===== src/rtl/spike_pkg.sv =====
package spike_pkg;
  localparam int NUM_CH = 2;

  typedef enum logic {
    SAMPLE_UNSIGNED = 1'b0,
    SAMPLE_SIGNED   = 1'b1
  } sample_mode_e;
endpackage


===== src/rtl/spike_absdiff.sv =====
module spike_absdiff
  import spike_pkg::*;
#(
  parameter int           DATA_W = 12,
  parameter sample_mode_e MODE   = SAMPLE_SIGNED
) (
  input  logic [DATA_W-1:0] a_i,
  input  logic [DATA_W-1:0] b_i,
  output logic [DATA_W:0]   mag_o
);
  logic [DATA_W:0] a_ext, b_ext, diff;

  generate
    if (MODE == SAMPLE_SIGNED) begin : g_sext
      assign a_ext = {a_i[DATA_W-1], a_i};
      assign b_ext = {b_i[DATA_W-1], b_i};
    end else begin : g_zext
      assign a_ext = {1'b0, a_i};
      assign b_ext = {1'b0, b_i};
    end
  endgenerate

  // one guard bit: difference of two W-bit values always fits W+1 bits
  assign diff  = a_ext - b_ext;
  assign mag_o = diff[DATA_W] ? (~diff + 1'b1) : diff;
endmodule


===== src/rtl/spike_chan.sv =====
module spike_chan
  import spike_pkg::*;
#(
  parameter int           DATA_W = 12,
  parameter int           THRESH = 128,
  parameter sample_mode_e MODE   = SAMPLE_SIGNED
) (
  input  logic              clk_i,
  input  logic              rst_ni,
  input  logic              load_i,
  input  logic              seed_i,
  input  logic [DATA_W-1:0] sample_i,
  output logic [DATA_W-1:0] filt_o
);
  localparam logic [DATA_W:0] THR_V = (DATA_W+1)'(THRESH);

  logic [DATA_W-1:0] prev_q, filt_q;
  logic [DATA_W:0]   mag;
  logic              accept;

  spike_absdiff #(.DATA_W(DATA_W), .MODE(MODE)) u_absdiff (
    .a_i   (sample_i),
    .b_i   (prev_q),
    .mag_o (mag)
  );

  assign accept = seed_i || (mag < THR_V);

  always_ff @(posedge clk_i or negedge rst_ni) begin
    if (!rst_ni) begin
      prev_q <= '0;
      filt_q <= '0;
    end else if (load_i) begin
      prev_q <= sample_i;  // reference follows every sample
      if (accept) filt_q <= sample_i;
    end
  end

  assign filt_o = filt_q;
endmodule


===== src/rtl/spike_limiter.sv =====
module spike_limiter
  import spike_pkg::*;
#(
  parameter int           DATA_W = 12,
  parameter int           THRESH = 128,
  parameter sample_mode_e MODE   = SAMPLE_SIGNED
) (
  input  logic              clk_i,
  input  logic              rst_ni,
  input  logic              valid_i,
  input  logic [DATA_W-1:0] x_i,
  input  logic [DATA_W-1:0] y_i,
  output logic              valid_o,
  output logic [DATA_W-1:0] x_o,
  output logic [DATA_W-1:0] y_o
);
  logic [NUM_CH-1:0][DATA_W-1:0] raw, filt;
  logic seeded_q, valid_q;

  assign raw[0] = x_i;
  assign raw[1] = y_i;

  always_ff @(posedge clk_i or negedge rst_ni) begin
    if (!rst_ni) begin
      seeded_q <= 1'b0;
      valid_q  <= 1'b0;
    end else begin
      valid_q <= valid_i;
      if (valid_i) seeded_q <= 1'b1;
    end
  end

  generate
    for (genvar c = 0; c < NUM_CH; c++) begin : g_ch
      spike_chan #(.DATA_W(DATA_W), .THRESH(THRESH), .MODE(MODE)) u_chan (
        .clk_i    (clk_i),
        .rst_ni   (rst_ni),
        .load_i   (valid_i),
        .seed_i   (!seeded_q),
        .sample_i (raw[c]),
        .filt_o   (filt[c])
      );
    end
  endgenerate

  assign valid_o = valid_q;
  assign x_o     = filt[0];
  assign y_o     = filt[1];
endmodule


===== config.mk =====
export PLATFORM = sky130hd
export DESIGN_NAME = spike_limiter
export DESIGN_NICKNAME = d
export VERILOG_FILES = /design/src/rtl/spike_pkg.sv /design/src/rtl/spike_absdiff.sv /design/src/rtl/spike_chan.sv /design/src/rtl/spike_limiter.sv
export SDC_FILE = /design/constraint.sdc
export NUM_CORES = 1
export LEC_CHECK = 0
export BUFFER_PORTS_ARGS = -buffer_cell sky130_fd_sc_hd__buf_2
export CAP_MARGIN = 20
export CORE_MARGIN = 2
export CORE_UTILIZATION = 37
export DETAILED_ROUTE_END_ITERATION = 10
export SLEW_MARGIN = 10
export SYNTH_ARGS = -nofsm -noshare
export SYNTH_HDL_FRONTEND = slang
export SYNTH_SLANG_ARGS = --single-unit

===== constraint.sdc =====
create_clock -name clk_i -period 7 [get_ports clk_i]
set_clock_uncertainty 0.15 [all_clocks]
set_input_delay 0.35 -clock clk_i [delete_from_list [all_inputs] [get_ports clk_i]]
set_output_delay 0.35 -clock clk_i [all_outputs]
set_load 0.01 [all_outputs]

Word-level counts from Yosys, hierarchy flattened. Cells that the tools add are included.

Input port bits: 27. RAM bits: 0. Logic and storage cells: 21. Memory bits (read-only): 0. Bits in latches: 0. Bits in registers: 50. Output and inout bits: 25. Memories: 0.

Magnitude comparators: 2. Multiply operators: 0. Add/subtract/negate cells: 4. Divide/modulo/power cells: 0. Bitwise operators: 2. Equality and inequality tests: 0. Shift operators: 0. Muxes and demuxes: 2. Reduce and logical (&&, ||, !) cells: 5.

Operators with widths (count): 13-bit by 1-bit adder with 13-bit output, second input constant (2); 13-bit by 8-bit < comparator with 1-bit output, second input constant (2); 13-bit 2-to-1 mux (2); 13-bit inverter (2); 12-bit by 12-bit subtractor with 13-bit output (2); 2-bit AND reduction (2); 1-bit logical OR (2); 1-bit zero test (1).

Longest topological paths before layout. Gate-level depths: netlist of run 1.

Depth after elaboration: 7. Gate-level depth with buffers: 13. Gate-level depth less buffers: 12.

By module. Synthesis of run 1 repeated with hierarchy kept, for this count alone.

Cells, all modules: 500. Area total of the unflattened synthesis: 4499.3 µm².

By module, submodules not included: spike_chan (cells each 112, instances 2, sequential area each 600.6 µm², area an instance 1275.0 µm²); spike_absdiff (g_ch[1].u_chan.u_absdiff) (cells each 138, instances 1, sequential area each 0.0 µm², area an instance 974.7 µm²); spike_absdiff (g_ch[0].u_chan.u_absdiff) (cells each 134, instances 1, sequential area each 0.0 µm², area an instance 914.6 µm²); spike_limiter (cells each 4, instances 1, sequential area each 50.0 µm², area an instance 60.1 µm²).

Worst setup path after synthesis of run 1. No wires, ideal clock.

Path type: input to register. From: input x_i[2]. To: register g_ch[0].u_chan.filt_q[0]. Data arrival time: 3.024 ns. Path buffers: 1. Data required time: 6.725 ns. Library setup time: 0.125 ns. Setup slack: 3.701 ns. Stages: 11. Cell sequence: ha_1 > nor2b_1 > o21a_2 > a211o_4 > a41oi_1 > xor2_1 > or4_1 > o211ai_1 > o211a_4 > buf_12 > mux2_4.

Word-level cells in the longest chain between the ends: 7.

Ends and longest elaborated chain: from (decl) (RTL line spike_limiter.sv:11) `input logic [DATA_W-1:0] x_i,`; 12-bit by 12-bit subtractor with 13-bit output (*) (RTL line spike_absdiff.sv:24) `assign diff = a_ext - b_ext;`; 13-bit inverter (RTL line spike_absdiff.sv:25) `assign mag_o = diff[DATA_W] ? (~diff + 1'b1) : diff;`; 13-bit by 1-bit adder with 13-bit output (RTL line spike_absdiff.sv:25); 13-bit 2-to-1 mux (*) (RTL line spike_absdiff.sv:25); 13-bit by 8-bit < comparator with 1-bit output (*) (RTL line spike_chan.sv:27) `assign accept = seed_i || (mag < THR_V);`; 1-bit logical OR (*) (RTL line spike_chan.sv:27); 2-bit AND reduction (no source line) (*); to (signal assigned) (RTL line spike_chan.sv:35) `if (accept) filt_q <= sample_i;`; to (decl) (RTL line spike_chan.sv:17) `logic [DATA_W-1:0] prev_q, filt_q;`.

Every way passes the cells marked *; elsewhere a longest branch is shown, timed or not. A chain may end at the register's enable or synchronous reset.

Worst setup path after layout of run 1.
From: register g_ch[0].u_chan.prev_q[2]. To: register g_ch[0].u_chan.filt_q[3].

Word-level cells in the longest chain between the ends: 7.

Ends and longest elaborated chain: from (decl) (RTL line spike_chan.sv:17); from (signal assigned) (RTL line spike_chan.sv:34) `prev_q <= sample_i;`; 12-bit by 12-bit subtractor with 13-bit output (*) (RTL line spike_absdiff.sv:24); 13-bit inverter (RTL line spike_absdiff.sv:25); 13-bit by 1-bit adder with 13-bit output (RTL line spike_absdiff.sv:25); 13-bit 2-to-1 mux (*) (RTL line spike_absdiff.sv:25); 13-bit by 8-bit < comparator with 1-bit output (*) (RTL line spike_chan.sv:27); 1-bit logical OR (*) (RTL line spike_chan.sv:27); 2-bit AND reduction (no source line) (*).

Marks and branches as above.

==> results.md, run 1 <==
* Core outline area at just over 9000 sq um
* Number of placement rows at 35
* Most frequent cells after synthesis: dfrtp_1, nand2_1, o21ai_0, inv_1, ha_1
* Drt first pass iters at 5
* I/O Pins at 52
* Pin count of the biggest net entering global routing at 52
* Synthesized area at 3471 sq um
* Classification of the worst-slack hold path: input port to asynchronous set/reset pin
* Number of global-route vias before repair at 2,865
* Synth top area cells: dfrtp_1, ha_1, o21ai_0
* Latest clock arrival within the worst-skew pair at 0.31 ns
* Num CTS Buffers at 5
* Most common flop cell mapped by yosys: dfrtp_1
* Number of violations reported at the end of detailed-routing iteration 0 at around 100
* Detailed-placement wirelength estimate at about 5600 um
* Critical path class: register to register
* Initial antenna violation count at 0
* Number of distinct library cells after synthesis at 58
* Final core occ at a little over two fifths
* Gate Count Post-Synth at 372
* Layout Nets at 471
* EDFF count, synth at 0
* Die Area at 10,170 sq um
* Post-Place Cell Area at 3814 sq um
* Worst slew margin at about two fifths
* Maximum vdd drop at 0.1168 mV
* Clock period minus worst slack at 3.505 ns
* Diode insertion count for antenna repair at 0
* Critical path peak fanout at 12
* CTS sink cnt at 50
* Routability Congestion at 0.8650
* Most repeated cell in the gate-level netlist after synthesis: dfrtp_1
* Number of remaining DRC errors at 0
* Transition time of the tightest slew-check pin at 0.9071 ns
* Width of the die at 100.9 um
* Number of H-tree branching levels at 2
* Violated checks: negative hold slack
* Achievable clock frequency at 285.3 MHz
* Final Hold Vio Count at 6
* Fraction of the yosys area taken by sequential cells at 36.05%
* Fraction of synthesized cell area taken by the top area cell type at 36.05%
* Via count at between 2,000 and 3,000
* Final period util at 50.08%
* Total congestion overflow at 0
* I/O Buffers at 51
* Layout overhead on the synthesized area at 12.94%
* Worst endpoint data arrival time at between 3 and 4 ns
* Initial cell density of the core at between 30% and 40%
* Final-layout worst hold slack at -0.005767 ns
* Register bit total from synthesis at 50
* MaxCap Viol Count at 0
* Design Area, Final at 3920 sq um
* CTS Hold Buffers Added at 0
* Detailed-route wire length at 7953 um
* Average vias per placed instance at ~5.5
* Bufs on Longest Clock Path at 2
* Yosys synthesis warning count at 0
* Kind of end point of the critical path: register
* Avg Synthesized Cell Area at 9.330 sq um
* CTS-repair resized insts at 0
* Leak Pwr at 1.792 nW
* Global-route wire length before repair at around 13,000 um
* Clock tree from TritonCTS: done
* Die Span Y at 100.9 um
* Nature of the critical path startpoint: register
* Clock root buffer: clkbuf_8
* Number of post-CTS setup repair buffers at 0
* Share of post-route cells with drive strength above 1 at roughly a fifth
* Gr usage total at 16.20%
* PwrDens at roughly 250 nW/um^2
* Final-report setup violation count at 0
* Clock-pin slew on the worst setup and hold paths at 0.10 ns
* Post-route ant nets at 0
* Unrepaired setup endpoints after global routing: false
* Share of flip-flops with an asynchronous set or reset at 100.0%
* Data required, critical path at 7.04 ns
* Total Neg Setup Slack at 0 ns
* Net Count, Synth at around 430
* Area leader, netlist: dfrtp_1
* Outcome: finished, violations left
* Number of max-slew violations in the final report at 0
* Post-DR wirelength/cell at 15.01 um
## flip-flops by register name, indices dropped and copies added (netlist names)
register and count:
g_ch.u_chan.filt_o 24, g_ch.u_chan.prev_q 24, seeded_q 1, valid_o 1
## area by class of cell
type	count	area, sq um
Multi-Input combinational cell	273	2018
Clock buffer	7	76.32
Fill cell	922	5233
Clock inverter	1	30.03
Inverter	34	127.6
Tap cell	111	138.9
Timing Repair Buffer	54	277.8
Sequential cell	50	1251
## cell usage in the layout, fill, tap and decap left out, drive strengths merged, types with 4 or more instances in the layout
| cell | netlist | layout |
|---|---|---|
| buf | 3 | 54 |
| dfrtp | 50 | 50 |
| and2 | 14 | 14 |
| o311ai | 12 | 12 |
| inv | 34 | 34 |
| mux2i | 5 | 5 |
| nor2b | 6 | 6 |
| o211ai | 5 | 5 |
| nand2 | 44 | 44 |
| nand3 | 5 | 5 |
| mux2 | 13 | 13 |
| xor2 | 7 | 7 |
| nor2 | 14 | 14 |
| a21oi | 13 | 13 |
| o21ai | 40 | 40 |
| nand2b | 7 | 7 |
| a222oi | 11 | 11 |
| clkbuf | 12 | 7 |
| nor3 | 4 | 4 |
| ha | 24 | 24 |
## report_power, final
group          switching, mW  leakage, nW  internal, mW
Clock                  0.103       0.0524         0.107
Combinational          0.203         1.17         0.180
Sequential            0.0278        0.566         0.344
Total                  0.334         1.79         0.631
## worst max-delay path, cell delays in order, from the launching register on
cell and delay, ns:
dfrtp_1 0.33, inv_1 0.05, ha_1 0.33, nor2b_1 0.15, o21a_2 0.22, a211o_4 0.36
a41oi_1 0.24, xor2_1 0.10, or4_1 0.50, o211ai_1 0.21, o211a_4 0.37, mux2_1 0.36
## worst paths after layout
kind / cells past startpoint / to / slack (ns) / from
worst max register to register: 11 / g_ch[0].u_chan.filt_o[3]$_DFFE_PN0P_ / 3.49 / g_ch[0].u_chan.prev_q[2]$_DFFE_PN0P_
worst max-delay path: 11 / g_ch[0].u_chan.filt_o[3]$_DFFE_PN0P_ / 3.49 / g_ch[0].u_chan.prev_q[2]$_DFFE_PN0P_
min in group clk_i: 3 / g_ch[0].u_chan.prev_q[5]$_DFFE_PN0P_ / 0.13 / x_i[5]
worst min-delay path: 2 / g_ch[0].u_chan.prev_q[2]$_DFFE_PN0P_ / -0.006 / rst_ni
worst min register to register: 1 / g_ch[0].u_chan.filt_o[2]$_DFFE_PN0P_ / 0.35 / g_ch[0].u_chan.filt_o[2]$_DFFE_PN0P_
max in group asynchronous: 2 / g_ch[0].u_chan.filt_o[7]$_DFFE_PN0P_ / 6.27 / rst_ni
## layer usage
| metal | part of all wire [%] | wire [um] | vias to the layer above | global-route usage, % |
|---|---|---|---|---|
| met5 | 0 | 0 | - | 0 |
| met4 | 0.49 | 39 | 0 | 3.793 |
| met3 | 3.3 | 259 | 4 | 2.358 |
| met2 | 50 | 3972 | 53 | 29.03 |
| met1 | 46 | 3683 | 1426 | 20.52 |
| li1 | - | - | 1441 | - |
## logic make-up after synthesis
kind of cell	after synthesis	synth area share [%]
AOI/OAI and AO/OA	112	23.32
and+or+nand+nor	107	15.21
adders and majority gates	26	9.805
muxes	18	6.741
buffers and inverters	49	5.804
xor gates and xnor gates	10	3.064
DFF	50	36.05
## through the flow
stage / setup slack, ns / std cells / hold WS [ns] / power (mW)
finish: 3.495 / 530 / -0.005767 / 0.9658
global route: 3.301 / 530 / 0.05614 / 1.035
CTS: 3.480 / 530 / 0.01821 / 0.9782
detailed placement: 3.370 / 522 / 0.3191 / 0.7603
global placement: 3.440 / 522 / 0.3186 / 0.7524
floorplan: 3.701 / 372 / -0.09559 / 0.6493
Note: power is estimated with default switching activity, not from simulation.
==> run 2, diff against run 1 <==
Clock period 7 ns to 3.1 ns, I/O delays scaled along.
==> run 2 against run 1 <==
  * Critical endpoint is now g_ch[0].u_chan.filt_o[1]$_DFFE_PN0P_
  * Via count is 7.5% higher
  * The flow finishes with violations (negative setup slack)
  * Sequential share of layout area decreased by 4.8 points
  * Combinational power rose to 2.8 times the previous value
  * Flip-flop and latch count did not move
  * Final cell count increased by 9.2%
  * Fmax increased by 5.9%
  * Clock power rose by 110%
  * Core utilization up 7.5 points
  * Largest cell class unchanged
  * Register-to-register slack lost 3.7 ns
  * Sequential power increased by 130%
  * Die area unchanged
==> results.md, run 2 (same netlist as run 1, synthesis figures left out) <==
* Worst Hold Endpoint: g_ch[1].u_chan.filt_o[5]$_DFFE_PN0P_
* Kind of end point of the critical path: register
* Routability Congestion at 0.9024 (+4.3%)
* Data required, critical path at 3.16 ns (-3.88 ns)
* Detailed-route wire length at 8908 um (+12%)
* Layout overhead on the synthesized area at 32.70%
* Source of the worst register-to-register timing path: g_ch[0].u_chan.prev_q[0]$_DFFE_PN0P_
* Clock root buffer: clkbuf_8
* Dpl cells at 543 (+4.0%)
* Number of cells traversed by the worst register-to-register path at 12 (+1)
* Final-report setup violation count at 12 (+12)
* Layout Nets at 520 (+10%)
* Final Hold Vio Count at 0 (-6)
* Post-route insts no fill at 579 (+9.2%)
* Number of max-slew violations in the final report at 0 (unchanged)
* Number of global-route vias before repair at 3,033 (+5.9%)
* Total Neg Setup Slack at -2.382 ns (-2.382 ns)
* Commonest non-fill, non-tap cell in the layout: buf_2
* Initial cell density of the core at 37.92% (unchanged)
* Num CTS Buffers at 5 (unchanged)
* Slowest stage cell, crit path: or4_1
* Final core occ at 50.32% (+7.5 points)
* Classification of the worst-slack hold path: input port to register
* Share of post-route cells with drive strength above 1 at 31.84% (+13 points)
* Clock period minus worst slack at 3.310 ns (-0.1954 ns)
* Place WS at -0.2970 ns (-3.667 ns)
* Terminus of the critical flop-to-flop path: g_ch[0].u_chan.filt_o[1]$_DFFE_PN0P_
* Worst hold path cell count at 3
* Achievable clock frequency at 302.1 MHz (+5.9%)
* Number of H-tree branching levels at 2 (unchanged)
* Initial antenna violation count at 0 (unchanged)
* Critical path peak fanout at 6 (-6)
* Setup slack, reg-to-reg at -0.21 ns (-3.70 ns)
* I/O Buffers at 51 (unchanged)
* Post-route ant nets at 0 (unchanged)
* Gr usage total at 17.15% (+0.95 points)
* Width of the die at 100.9 um (unchanged)
* Final period util at 106.8% (+57 points)
* Via count at 3,143 (+7.5%)
* Bufs on Longest Clock Path at 2 (unchanged)
* Leak Pwr at 2.030 nW (+13%)
* MaxCap Viol Count at 0 (unchanged)
* Final-layout worst hold slack at 0.01404 ns (+0.01981 ns)
* Post-DR wirelength/cell at 15.39 um (+2.5%)
* Number of placement rows at 35 (unchanged)
* Average vias per placed instance at 5.428 (-1.6%)
* Total congestion overflow at 0 (unchanged)
* Global-route wire length before repair at 14,070 um (+6.1%)
* Diode insertion count for antenna repair at 0 (unchanged)
* Core outline area at 9153 sq um (unchanged)
* Drt first pass iters at 4 (-1)
* CTS sink cnt at 50 (unchanged)
* Clock tree from TritonCTS: done
* Worst endpoint data arrival time at 3.37 ns (-0.17 ns)
* Die Span Y at 100.9 um (unchanged)
* Number of violations reported at the end of detailed-routing iteration 0 at 105 (+1.9%)
* Clock-pin slew on the worst setup and hold paths at 0.10 ns (about the same)
* Leading cell types in the layout, fill and taps excluded: buf_2, dfrtp_1, nand2_1
* Critical path class: register to register
* Maximum vdd drop at 0.2696 mV (+130%)
* Worst slew margin at 28.37% (-11 points)
* PwrDens at 510.8 nW/um^2 (+110%)
* Nature of the critical path startpoint: register
* Outcome: finished, violations left
* Detailed-placement wirelength estimate at 5891 um (+4.4%)
* I/O Pins at 52 (unchanged)
* Transition time of the tightest slew-check pin at 1.070 ns (+0.1633 ns)
* Die Area at 10,170 sq um (unchanged)
* Violated checks: negative setup slack
* Crit path setup slack, layout at -0.2098 ns (-3.705 ns)
* Number of remaining DRC errors at 0 (unchanged)
* Latest clock arrival within the worst-skew pair at 0.32 ns (about the same)
* Slowest stage delay, CP at 0.51 ns (about the same)
* Start point of the worst hold path: y_i[5]
* Unrepaired setup endpoints after global routing: true
* Pin count of the biggest net entering global routing at 51 (-1.9%)
* Crit-path cells: ha_2 > fa_2 > nor2b_1 > o21a_2 > a211o_4 > a41oi_2 > xor2_1 > or4_1 > o211ai_1 > o211a_4 > buf_12 > mux2_4
==> run 2: cell types whose count changed in the layout (fill, tap and decap cells not counted), moves of 3 or more <==
cell | before | now
ha_1 | 24 | 17
o311ai_4 | 0 | 3
o311ai_1 | 12 | 2
o311ai_2 | 0 | 7
o21ai_0 | 39 | 36
o21ai_2 | 0 | 3
buf_4 | 3 | 29
dlygate4sd3_1 | 0 | 18
ha_2 | 0 | 5
==> run 2: through the flow <==
stage,instance area [sq um],total power [mW]
floorplan,3496,1.472
global placement,3996,1.750
detailed placement,3996,1.766
CTS,4354,2.247
global route,4606,2.511
finish,4606,2.352
==> run 2: cell type report <==
cell class	instances	area, sq um
clock buffer	6	82.58
sequential	50	1251
fill	855	4547
clock inverter	2	12.51
inverter	34	127.6
tap	111	138.9
multi-input combinational	273	2262
timing repair buffer	103	730.7
==> run 2: where the power goes <==
group          internal (mW)  leakage [nW]  switching, mW
clock                  0.180        0.0472          0.251
combinational          0.534          1.42          0.542
sequential             0.778         0.566         0.0679
total                   1.49          2.03          0.860
==> run 2: repair_timing <==
item / CTS / global route
setup buffers: 6 / 3
setup endpoints to repair: 20 / 24
gates cloned: 0 / 1
endpoints found under the hold margin: 50 / 0
resized for setup: 4 / 44
hold buffers: 18 / 0
pin swaps: 2 / 12
==> run 2: worst max-delay path by stage <==
stage | startpoint | to | slack [ns] | depth (start not counted)
floorplan | g_ch[0].u_chan.prev_q[0]$_DFFE_PN0P_ | g_ch[0].u_chan.filt_o[0]$_DFFE_PN0P_ | -0.07 | 12
global placement | g_ch[0].u_chan.prev_q[0]$_DFFE_PN0P_ | g_ch[0].u_chan.filt_o[3]$_DFFE_PN0P_ | -0.21 | 11
detailed placement | g_ch[0].u_chan.prev_q[0]$_DFFE_PN0P_ | g_ch[0].u_chan.filt_o[3]$_DFFE_PN0P_ | -0.30 | 11
CTS | g_ch[0].u_chan.prev_q[0]$_DFFE_PN0P_ | g_ch[0].u_chan.filt_o[1]$_DFFE_PN0P_ | -0.19 | 12
global route | g_ch[0].u_chan.prev_q[0]$_DFFE_PN0P_ | g_ch[0].u_chan.filt_o[6]$_DFFE_PN0P_ | -0.36 | 12
finish | g_ch[0].u_chan.prev_q[0]$_DFFE_PN0P_ | g_ch[0].u_chan.filt_o[1]$_DFFE_PN0P_ | -0.21 | 12
==> run 2: routing by layer <==
| metal | track usage, % | wire length (um) |
|---|---|---|
| met1 | 22.08 | 4059 |
| met2 | 29.69 | 4543 |
| met3 | 2.288 | 227 |
| met4 | 5.585 | 78 |
| met5 | 0 | 0 |
==> run 2: worst max-delay path, delay by kind of cell, from the launching register on <==
kind,cells,cell delay (ns)
xor+xnor,1,0.18
fa+ha+maj,2,0.51
compound gates,5,0.88
buf+inv,1,0.13
flops,1,0.39
simple gates,2,0.64
mux,1,0.29
